$ cat config.mk
export PLATFORM = sky130hd
export DESIGN_NAME = t1_pattern_gen
export DESIGN_NICKNAME = d
export VERILOG_FILES = /design/src/rtl/t1pg_pkg.sv /design/src/rtl/t1pg_word_gen.sv /design/src/rtl/t1pg_lfsr.sv /design/src/rtl/t1_pattern_gen.sv
export SDC_FILE = /design/constraint.sdc
export NUM_CORES = 1
export LEC_CHECK = 0
export ABC_AREA = 1
export ABC_CLOCK_PERIOD_IN_PS = 4340
export BUFFER_PORTS_ARGS = -buffer_cell sky130_fd_sc_hd__buf_2
export CAP_MARGIN = 20
export CORE_ASPECT_RATIO = 1.4
export CORE_MARGIN = 2
export CORE_UTILIZATION = 62
export CTS_BUF_LIST = sky130_fd_sc_hd__clkbuf_8 sky130_fd_sc_hd__clkbuf_16
export DETAILED_ROUTE_END_ITERATION = 10
export MAX_ROUTING_LAYER = met4
export PLACE_DENSITY = 0.9
export SYNTH_ARGS = -nofsm -noshare
export SYNTH_HDL_FRONTEND = slang
export SYNTH_HIERARCHICAL = 1
export SYNTH_SLANG_ARGS = --single-unit
$ cat constraint.sdc
create_clock -name clk -period 4.34 [get_ports clk]
set_input_delay 0.651 -clock clk [delete_from_list [all_inputs] [get_ports clk]]
set_output_delay 0.651 -clock clk [all_outputs]
set_load 0.01 [all_outputs]
$ cat src/rtl/t1pg_pkg.sv
package t1pg_pkg;

   localparam int SEL_W     = 4;
   localparam int NUM_WORDS = 5;
   localparam int NUM_PRBS  = 4;
   localparam int WORD_MAX  = 24;
   localparam int QRSS_CODE = NUM_WORDS;
   localparam int PRBS_BASE = NUM_WORDS + 1;
   localparam int NUM_GEN   = PRBS_BASE + NUM_PRBS;

   typedef enum logic [SEL_W-1:0] {
      PAT_ONES   = 4'd0,
      PAT_ZEROS  = 4'd1,
      PAT_1IN8   = 4'd2,
      PAT_2IN8   = 4'd3,
      PAT_3IN24  = 4'd4,
      PAT_QRSS   = 4'd5,
      PAT_PRBS11 = 4'd6,
      PAT_PRBS15 = 4'd7,
      PAT_PRBS20 = 4'd8,
      PAT_PRBS23 = 4'd9
   } pat_sel_e;

   // length of fixed word i (word i is served by select code i)
   function automatic int word_len(input int i);
      return (i == 4) ? 24 : 8;
   endfunction

   // fixed word i, right aligned, sent MSB first
   function automatic logic [WORD_MAX-1:0] word_bits(input int i);
      case (i)
         0:       return 24'h0000FF;
         1:       return 24'h000000;
         2:       return 24'h000080;
         3:       return 24'h000042;
         default: return 24'h440004;
      endcase
   endfunction

   // stage count of plain PRBS generator i
   function automatic int prbs_stages(input int i);
      case (i)
         0:       return 11;
         1:       return 15;
         2:       return 20;
         default: return 23;
      endcase
   endfunction

   // feedback tap of plain PRBS generator i
   function automatic int prbs_tap(input int i);
      case (i)
         0:       return 9;
         1:       return 14;
         2:       return 3;
         default: return 18;
      endcase
   endfunction

endpackage

$ cat src/rtl/t1pg_word_gen.sv
module t1pg_word_gen #(
   parameter int                                 LEN     = 8,
   parameter logic [t1pg_pkg::WORD_MAX-1:0]      PATTERN = 24'h0000FF
) (
   input  logic clk,
   input  logic rst,
   input  logic load,
   input  logic step,
   output logic bit_o,
   output logic start_o
);
   localparam int IDX_W = (LEN > 1) ? $clog2(LEN) : 1;
   localparam logic [LEN-1:0]   WORD = PATTERN[LEN-1:0];
   localparam logic [IDX_W-1:0] LAST = IDX_W'(LEN - 1);

   if (LEN < 2 || LEN > t1pg_pkg::WORD_MAX) begin : g_bad_len
      $error("t1pg_word_gen: LEN out of range");
   end

   logic [IDX_W-1:0] idx_q;
   logic [IDX_W-1:0] cur;

   always_comb begin
      cur     = load ? '0 : idx_q;
      bit_o   = WORD[LAST - cur];
      start_o = (cur == '0);
   end

   always_ff @(posedge clk) begin
      if (rst)
         idx_q <= '0;
      else if (step)
         idx_q <= (cur == LAST) ? '0 : cur + 1'b1;
   end

   p_idx_in_word_r10: assert property (@(posedge clk) disable iff (rst)
      idx_q <= LAST)
      else $error("word position left the word");

   p_wrap_marks_r10: assert property (@(posedge clk) disable iff (rst)
      step && (cur == LAST) |=> (idx_q == '0))
      else $error("word did not wrap after last bit");

endmodule

$ cat src/rtl/t1pg_lfsr.sv
module t1pg_lfsr #(
   parameter int N     = 11,
   parameter int K     = 9,
   parameter int GUARD = 0
) (
   input  logic clk,
   input  logic rst,
   input  logic load,
   input  logic step,
   output logic bit_o,
   output logic start_o
);
   localparam logic [N-1:0] SEED = '1;

   if (N < 3 || K < 1 || K >= N) begin : g_bad_taps
      $error("t1pg_lfsr: tap K must lie in 1..N-1");
   end
   if (GUARD < 0 || GUARD >= N) begin : g_bad_guard
      $error("t1pg_lfsr: GUARD must be below N");
   end

   logic [N-1:0] state_q;
   logic [N-1:0] cur;
   logic [N-1:0] nxt;
   logic         raw;

   always_comb begin
      cur     = load ? SEED : state_q;
      raw     = cur[N-1];
      nxt     = {cur[N-2:0], cur[N-1] ^ cur[K-1]};
      start_o = (cur == SEED);
   end

   always_ff @(posedge clk) begin
      if (rst)
         state_q <= SEED;
      else if (step)
         state_q <= nxt;
   end

   p_state_live_r6: assert property (@(posedge clk) disable iff (rst)
      state_q != '0)
      else $error("shift register fell into the all-zero state");

   if (GUARD == 0) begin : g_plain
      assign bit_o = raw;
   end else begin : g_guarded
      localparam int W     = GUARD + 1;
      localparam int RUN_W = $clog2(GUARD + 2);
      logic [W-1:0]     window;
      logic [RUN_W-1:0] run_q;

      always_comb begin
         window = cur[N-1 -: W];
         bit_o  = (window == '0) ? 1'b1 : raw;
      end

      // emitted zero run, kept for the checker below
      always_ff @(posedge clk) begin
         if (rst)
            run_q <= '0;
         else if (step) begin
            if (bit_o)
               run_q <= '0;
            else if (load)
               run_q <= RUN_W'(1);
            else
               run_q <= run_q + 1'b1;
         end
      end

      p_zero_run_r8: assert property (@(posedge clk) disable iff (rst)
         run_q <= RUN_W'(GUARD))
         else $error("zero run longer than the guard limit");
   end

endmodule

$ cat src/rtl/t1_pattern_gen.sv
module t1_pattern_gen #(
   parameter int QRSS_STAGES    = 20,
   parameter int QRSS_TAP       = 17,
   parameter int QRSS_MAX_ZEROS = 14
) (
   input  logic       clk,
   input  logic       rst,
   input  logic       bit_en,
   input  logic [3:0] pat_sel,
   output logic       bit_out,
   output logic       period_start
);
   import t1pg_pkg::*;

   if (NUM_GEN > (1 << SEL_W)) begin : g_bad_codes
      $error("t1_pattern_gen: more generators than select codes");
   end
   if (QRSS_MAX_ZEROS >= QRSS_STAGES) begin : g_bad_qrss
      $error("t1_pattern_gen: QRSS zero limit must be below stage count");
   end

   logic [NUM_GEN-1:0] gen_bit;
   logic [NUM_GEN-1:0] gen_start;
   logic [NUM_GEN-1:0] gen_step;
   logic [SEL_W-1:0]   gen_idx;
   logic [SEL_W-1:0]   sel_q;
   logic               armed_q;
   logic               restart;

   always_comb begin
      // codes without a generator fall back to the all-ones word
      gen_idx = (pat_sel < SEL_W'(NUM_GEN)) ? pat_sel : SEL_W'(PAT_ONES);
      restart = !armed_q || (pat_sel != sel_q);
   end

   for (genvar g = 0; g < NUM_GEN; g++) begin : g_step
      assign gen_step[g] = bit_en && (gen_idx == SEL_W'(g));
   end

   for (genvar w = 0; w < NUM_WORDS; w++) begin : g_word
      t1pg_word_gen #(
         .LEN     (word_len(w)),
         .PATTERN (word_bits(w))
      ) u_word (
         .clk     (clk),
         .rst     (rst),
         .load    (restart),
         .step    (gen_step[w]),
         .bit_o   (gen_bit[w]),
         .start_o (gen_start[w])
      );
   end

   t1pg_lfsr #(
      .N     (QRSS_STAGES),
      .K     (QRSS_TAP),
      .GUARD (QRSS_MAX_ZEROS)
   ) u_qrss (
      .clk     (clk),
      .rst     (rst),
      .load    (restart),
      .step    (gen_step[QRSS_CODE]),
      .bit_o   (gen_bit[QRSS_CODE]),
      .start_o (gen_start[QRSS_CODE])
   );

   for (genvar p = 0; p < NUM_PRBS; p++) begin : g_prbs
      t1pg_lfsr #(
         .N     (prbs_stages(p)),
         .K     (prbs_tap(p)),
         .GUARD (0)
      ) u_prbs (
         .clk     (clk),
         .rst     (rst),
         .load    (restart),
         .step    (gen_step[PRBS_BASE+p]),
         .bit_o   (gen_bit[PRBS_BASE+p]),
         .start_o (gen_start[PRBS_BASE+p])
      );
   end

   always_ff @(posedge clk) begin
      if (rst) begin
         bit_out      <= 1'b0;
         period_start <= 1'b0;
         sel_q        <= '0;
         armed_q      <= 1'b0;
      end else if (bit_en) begin
         bit_out      <= gen_bit[gen_idx];
         period_start <= gen_start[gen_idx];
         sel_q        <= pat_sel;
         armed_q      <= 1'b1;
      end
   end

   p_hold_r1: assert property (@(posedge clk) disable iff (rst)
      !bit_en |=> $stable(bit_out) && $stable(period_start))
      else $error("outputs moved without bit enable");

   p_restart_mark_r9: assert property (@(posedge clk) disable iff (rst)
      bit_en && restart |=> period_start)
      else $error("start bit not marked");

   p_ones_r2: assert property (@(posedge clk) disable iff (rst)
      bit_en && (pat_sel == SEL_W'(PAT_ONES)) |=> bit_out)
      else $error("all-ones mode emitted a zero");

   p_zeros_r2: assert property (@(posedge clk) disable iff (rst)
      bit_en && (pat_sel == SEL_W'(PAT_ZEROS)) |=> !bit_out)
      else $error("all-zeros mode emitted a one");

endmodule

==> results of run 1 <==
==> final timing paths <==
path,slack [ns],start,end
setup / recovery,1.58,pat_sel[1],bit_out$_SDFFE_PP0P_
hold reg to reg,0.45,g_prbs[3].u_prbs/state_q[10]$_SDFFE_PP1P_,g_prbs[3].u_prbs/state_q[10]$_SDFFE_PP1P_
setup reg to reg,1.79,sel_q[3]$_SDFFE_PP0P_,bit_out$_SDFFE_PP0P_
hold / removal,0.45,g_prbs[3].u_prbs/state_q[10]$_SDFFE_PP1P_,g_prbs[3].u_prbs/state_q[10]$_SDFFE_PP1P_
==> layout by cell type, fill, tap and decap left out, types with 2 or more instances in the layout <==
| master | n |
|---|---|
| nand2_1 | 160 |
| dfxtp_1 | 113 |
| a21oi_1 | 108 |
| o21ai_0 | 95 |
| inv_1 | 94 |
| nor2_1 | 94 |
| nand3_1 | 21 |
| clkbuf_16 | 17 |
| o211ai_1 | 14 |
| a21oi_2 | 13 |
| nand2_2 | 10 |
| ha_1 | 10 |
| nand4_1 | 8 |
| buf_2 | 8 |
| nor2_2 | 6 |
| inv_2 | 6 |
| buf_4 | 6 |
| clkinv_2 | 5 |
| o21ai_1 | 4 |
| bufinv_16 | 3 |
| a21o_1 | 3 |
| nor3_2 | 2 |
| clkinvlp_4 | 2 |
| conb_1 | 2 |
==> registers in the layout, summed over array words and instances (netlist names) <==
register,cells
armed_q,1
period_start,1
u_qrss/state_q,20
g_prbs.u_prbs/state_q,69
bit_out,1
g_word.u_word/idx_q,17
sel_q,4
==> kinds of logic (layout without fill, tap and decap cells) <==
group,after synthesis,in the layout,synth area share
simple gates,305,305,0.223
compound gates,242,242,0.238
buf+inv,135,144,0.109
flops,113,113,0.406
fa+ha+maj,10,10,0.0225
other cells,2,2,0.00135
==> metrics by stage <==
step	setup slack (ns)	total power, uW	std cells
after detailed placement	1.22	1230	890
after CTS	1.61	2600	921
final	1.58	2580	921
after global placement	1.25	1220	890
after floorplan	0.895	1200	807
after global routing	1.27	2660	921
==> per-layer routing <==
layer / share of wire / vias to the layer above / wire length (um)
met4: 0.025 / 0 / 301
met5: 0 / - / 0
met1: 0.42 / 2343 / 5100
li1: - / 2618 / -
met2: 0.51 / 107 / 6090
met3: 0.042 / 33 / 500
==> final cells by class <==
class / instances / area [um^2]
multi-input cells: 559 / 2710
clock inverters: 13 / 146
flip-flops and latches: 113 / 2260
repair buffers: 15 / 105
inverters: 98 / 368
clock buffers: 18 / 439
fillers: 690 / 2500
well taps: 105 / 131
==> report_power, final <==
part / switching [uW] / internal (uW)
clock network: 466 / 902
registers: 19.7 / 1070
logic: 88.5 / 37.3
total: 574 / 2010
==> tightest hold or removal path, cell delays in order (launching register included) <==
cell and delay (ns):
dfxtp_1 0.32, a21oi_1 0.06, nand2_1 0.05
==> impl_metrics.yaml, run 1 <==
floorplanning:
  die_y_um: 116
  initial_utilization: 0.643
  dieArea_um2: 9760
  die_x_um: 84.1
  core_um2: 8660
  row_count: 40
  ioPinCount: 9
clock_network:
  post_cts_buffers: 0
  cts_root_buf: "clkbuf_16"
  cts_tree: "built"
  cts_resized: 0
  cts.sinks: 113
  clkLatencyLatePin_ns: 0.41
  ctsLongestPathBuffers: 2
  path_clk_slew_ns: 0.05
  numCtsBuffers: 17
  hold_buffers: 0
  cts_htree_levels: 4
routing:
  vias_per_cell: 5.54
  vias: 5101
  drtIter0Drc: 348
  first_pass_iters: 6
  wl_um: 12000
  postRouteAntennaNets: 0
  drcViolationCount: 0
  wire_per_inst_um: 13.0
worst_setup_path:
  worstPathRequired_ns: 4.64
  crit_fanout: 29
  critical_path_arrival_ns: 3.07
  start_kind: "input pin"
  cp_cell_sequence: "buf_2 -> inv_1 -> a221oi_1 -> nand4_1 -> buf_4 -> nor2_1 -> inv_1 -> ha_1 -> inv_1 -> nor2_1 -> a21oi_1 -> nand3_1 -> nand2_1 -> nand2_1 -> nor2_1 -> nor2_1"
  path_buf_inv: 5
  critical_path.top_delay_family: "simple AND/OR/NAND/NOR gates"
  critPathSlowestCell: "nand4_1"
  critPathMostFrequentCell: "nor2_1"
  end_kind: "flop"
  slowest_delay_ns: 0.37
  critical_path_class: "in2reg"
  worstRegToRegCells: 15
  cp.depth: 16
final_layout:
  nets: 821
  finish.utilization: 0.712
  fin_area_um2: 6160
  syn2layout_area_growth_pct: 10.7
  drive_gt1_frac: 0.103
  n_antenna_cell: 0
timing:
  fin_skew_ns: 0.00443
  worst_pin_slew_ns: 0.815
  setup-tns-final_ns: 0
  fin_crit_sh: 0.637
  period_minus_slack_ns: 2.76
  finalSetupViolations: 0
  relSlewSlack: 0.455
  slew_viol_final: 0
  final_hold_viol_count: 0
  rsz0062_at_grt: "false"
  whs_ns: 0.455
  fmax_mhz: 362
yosys:
  synth-seq-cells: 113
  async_reset_ff_frac: 0
  synth_commonest_cells: "nand2_1, dfxtp_1, a21oi_1"
  syn_area_um2: 5570
  synth_warnings: 6
  synth_area_leaders: "dfxtp_1, nand2_1, a21oi_1, o21ai_0, nor2_1"
  synth_area_leader_cell: "dfxtp_1"
  synth.distinct_cells: 33
  yosysSeqAreaShare: 0.406
  avgSynthCellArea_um2: 6.90
  yosys.area.top_type_share: 0.406
  syn_inst: 807
  synth-edff-count: 0
  synth_nets: 824
  synth.most_common_cell: "nand2_1"
  synth_flop_cell: "dfxtp_1"
min_path:
  hold_path_depth: 2
  hp-class: "reg2reg"
grt:
  grt_pass1_wl_um: 20800
  grtUsageMet2: 0.448
  grt_usage: 0.270
  grt_max_degree: 101
  gr-usage-met3: 0.0714
  busiest_layer: "met2"
  grt_use_met1: 0.300
  grt_pass1_vias: 4853
  antenna_found_initial: 0
  gr-total-overflow: 0
placed_design:
  place_area_um2: 5580
  dp_hpwl_um: 7920
  portBuffers: 8
  gp_congestion: 0.891
status:
  status: "complete, no violations"
power:
  p_per_area_nw_per_um2: 419
  ir_worst_vdd_uv: 349
  p_leak_uw: 0.00267
run:
  max-cap-violations: 0
No activity file was read; power rests on OpenSTA's default activity.
==> inputs of run 2 (changes only) <==
Settings changed: ABC_AREA 1 to 0, ABC_CLOCK_PERIOD_IN_PS 4340 to 2700.
Clock period 4.34 ns to 2.7 ns, I/O delays scaled along.
==> run 2 against run 1 <==
Effect of this change:
- hold slack got worse by 0.014 ns
- routed wire length fell by 0.63%
- first-iteration DRC count fell by 6.3%
- combinational power rose by 25%
- critical path type is now reg2reg
- clock-buffer cell count did not move
- largest power group unchanged
- setup slack got worse by 1.3 ns
- cell count fell by 12%
- utilization fell by 0.36 points
- register-to-register slack got worse by 1.6 ns
- largest cell class unchanged
==> impl_metrics.yaml, run 2 <==
status:
  status: "complete, no violations"
grt:
  antenna_found_initial: 0
  grt_use_met1: 0.265
  grt_pass1_wl_um: 20000
  busiest_layer: "met2"
  grt_max_degree: 47
  gr-total-overflow: 0
  gr-usage-met3: 0.0680
  grt_usage: 0.255
  grtUsageMet2: 0.426
  grt_pass1_vias: 4605
yosys:
  async_reset_ff_frac: 0
  yosysSeqAreaShare: 0.396
  synth_area_leader_cell: "dfxtp_1"
  syn_area_um2: 5710
  avgSynthCellArea_um2: 8.20
  synth-seq-cells: 113
  synth_area_leaders: "dfxtp_1, nor2_1, or2_1, a21oi_1, o21bai_1"
  synth_flop_cell: "dfxtp_1"
  synth-edff-count: 0
  synth_commonest_cells: "nor2_1, dfxtp_1, a21oi_1"
  yosys.area.top_type_share: 0.396
  synth.most_common_cell: "nor2_1"
  synth.distinct_cells: 65
  syn_inst: 696
  synth_nets: 713
  synth_warnings: 6
worst_setup_path:
  start_kind: "flop"
  critPathSlowestCell: "a21boi_0"
  critical_path_arrival_ns: 2.80
  worstRegToRegCells: 12
  cp.depth: 12
  crit_fanout: 21
  slowest_delay_ns: 0.37
  worstPathRequired_ns: 3.02
  critical_path_class: "reg2reg"
  critical_path.top_delay_family: "compound AO/OA/AOI/OAI gates"
  end_kind: "flop"
  cp_cell_sequence: "xor2_1 -> nor3_2 -> nand3_4 -> buf_4 -> nor2b_1 -> inv_1 -> ha_1 -> a21boi_0 -> mux2i_1 -> a32oi_1 -> o21ai_1 -> a311oi_1"
  path_buf_inv: 2
placed_design:
  gp_congestion: 0.798
  dp_hpwl_um: 7610
  place_area_um2: 5720
  portBuffers: 8
floorplanning:
  core_um2: 8980
  dieArea_um2: 10000
  die_y_um: 118
  ioPinCount: 9
  die_x_um: 85.1
  initial_utilization: 0.636
  row_count: 41
timing:
  rsz0062_at_grt: "false"
  finalSetupViolations: 0
  fin_skew_ns: 0.00653
  fmax_mhz: 404
  worst_pin_slew_ns: 0.814
  setup-tns-final_ns: 0
  slew_viol_final: 0
  final_hold_viol_count: 0
  relSlewSlack: 0.457
  period_minus_slack_ns: 2.47
  fin_crit_sh: 0.916
routing:
  drtIter0Drc: 326
  wl_um: 11900
  postRouteAntennaNets: 0
  drcViolationCount: 0
  vias: 4715
  first_pass_iters: 4
  wire_per_inst_um: 14.6
  vias_per_cell: 5.79
power:
  ir_worst_vdd_uv: 608
  p_leak_uw: 0.00266
  p_per_area_nw_per_um2: 665
final_layout:
  final_common_cell: "nor2_1"
  syn2layout_area_growth_pct: 11.4
  final_cell_mix: "nor2_1, dfxtp_1, a21oi_1, or2_1, o21bai_1"
  fin_area_um2: 6360
  reg_top3: "g_prbs.u_prbs/state_q x69, u_qrss/state_q x20, g_word.u_word/idx_q x17"
  n_antenna_cell: 0
  drive_gt1_frac: 0.116
  largest_register_ffs: 69
  top_register: "g_prbs.u_prbs/state_q"
  nets: 711
min_path:
  hp-class: "in2reg"
  hold_path_depth: 2
clock_network:
  cts_htree_levels: 4
  hold_buffers: 0
  numCtsBuffers: 17
  cts.sinks: 113
  cts_resized: 0
  ctsLongestPathBuffers: 2
  path_clk_slew_ns: 0.05
  cts_root_buf: "clkbuf_16"
  post_cts_buffers: 0
  clkLatencyLatePin_ns: 0.41
  cts_tree: "built"
run:
  max-cap-violations: 0
[run 2: cell types whose count changed after synthesis, sizes merged, moves of 26 or more]
cell    change
nand2     -162
o21ai      -91
inv        -77
nor2       +77
or2        +62
a21oi      -56
o21bai     +26
[run 2: cells by family after synthesis]
| kind of cell | after synthesis | share of synthesized area |
|---|---|---|
| AOI/OAI and AO/OA | 134 | 0.152 |
| muxes | 19 | 0.0390 |
| DFF | 113 | 0.396 |
| other | 2 | 0.00132 |
| adders and majority gates | 10 | 0.0219 |
| xor gates and xnor gates | 9 | 0.0138 |
| and+or+nand+nor | 343 | 0.306 |
| buffers and inverters | 66 | 0.0697 |
[run 2: worst paths after layout]
path,startpoint,endpoint,slack [ns]
setup / recovery,sel_q[2]$_SDFFE_PP0P_,period_start$_SDFFE_PP0P_,0.23
hold reg to reg,g_word[1].u_word/idx_q[1]$_SDFFE_PP0P_,g_word[1].u_word/idx_q[1]$_SDFFE_PP0P_,0.50
hold / removal,bit_en,period_start$_SDFFE_PP0P_,0.44
setup reg to reg,sel_q[2]$_SDFFE_PP0P_,period_start$_SDFFE_PP0P_,0.23
[run 2: where the power goes]
group          switching (uW)  internal (uW)
clock                     740           1640
combinational             100           56.7
sequential               9.16           1680
total                     850           3380
[run 2: through the flow]
stage | hold WS, ns | worst slack (ns) | std cells | utilization | power (uW)
after floorplan | 0.447 | 0.0257 | 696 | - | 1840
after global placement | 0.461 | 0.224 | 782 | 0.637 | 1870
after detailed placement | 0.483 | 0.114 | 782 | 0.637 | 1880
after CTS | 0.421 | 0.252 | 814 | 0.708 | 4250
after global routing | 0.442 | 0.0601 | 814 | 0.708 | 4350
final | 0.441 | 0.227 | 814 | 0.708 | 4230
[run 2: final cells by class]
cell class / count / area [um^2]
inverter: 21 / 78.8
fill: 605 / 2620
multi-input combinational: 517 / 3080
tap: 107 / 134
sequential: 113 / 2260
clock buffer: 18 / 439
clock inverter: 14 / 195
timing repair buffer: 24 / 173
[run 2: layer usage]
metal	share of wire	wire, um	vias to the layer above
met5	0	0	-
met4	0.039	463	0
li1	-	-	2363
met2	0.52	6240	116
met1	0.40	4760	2197
met3	0.038	450	39
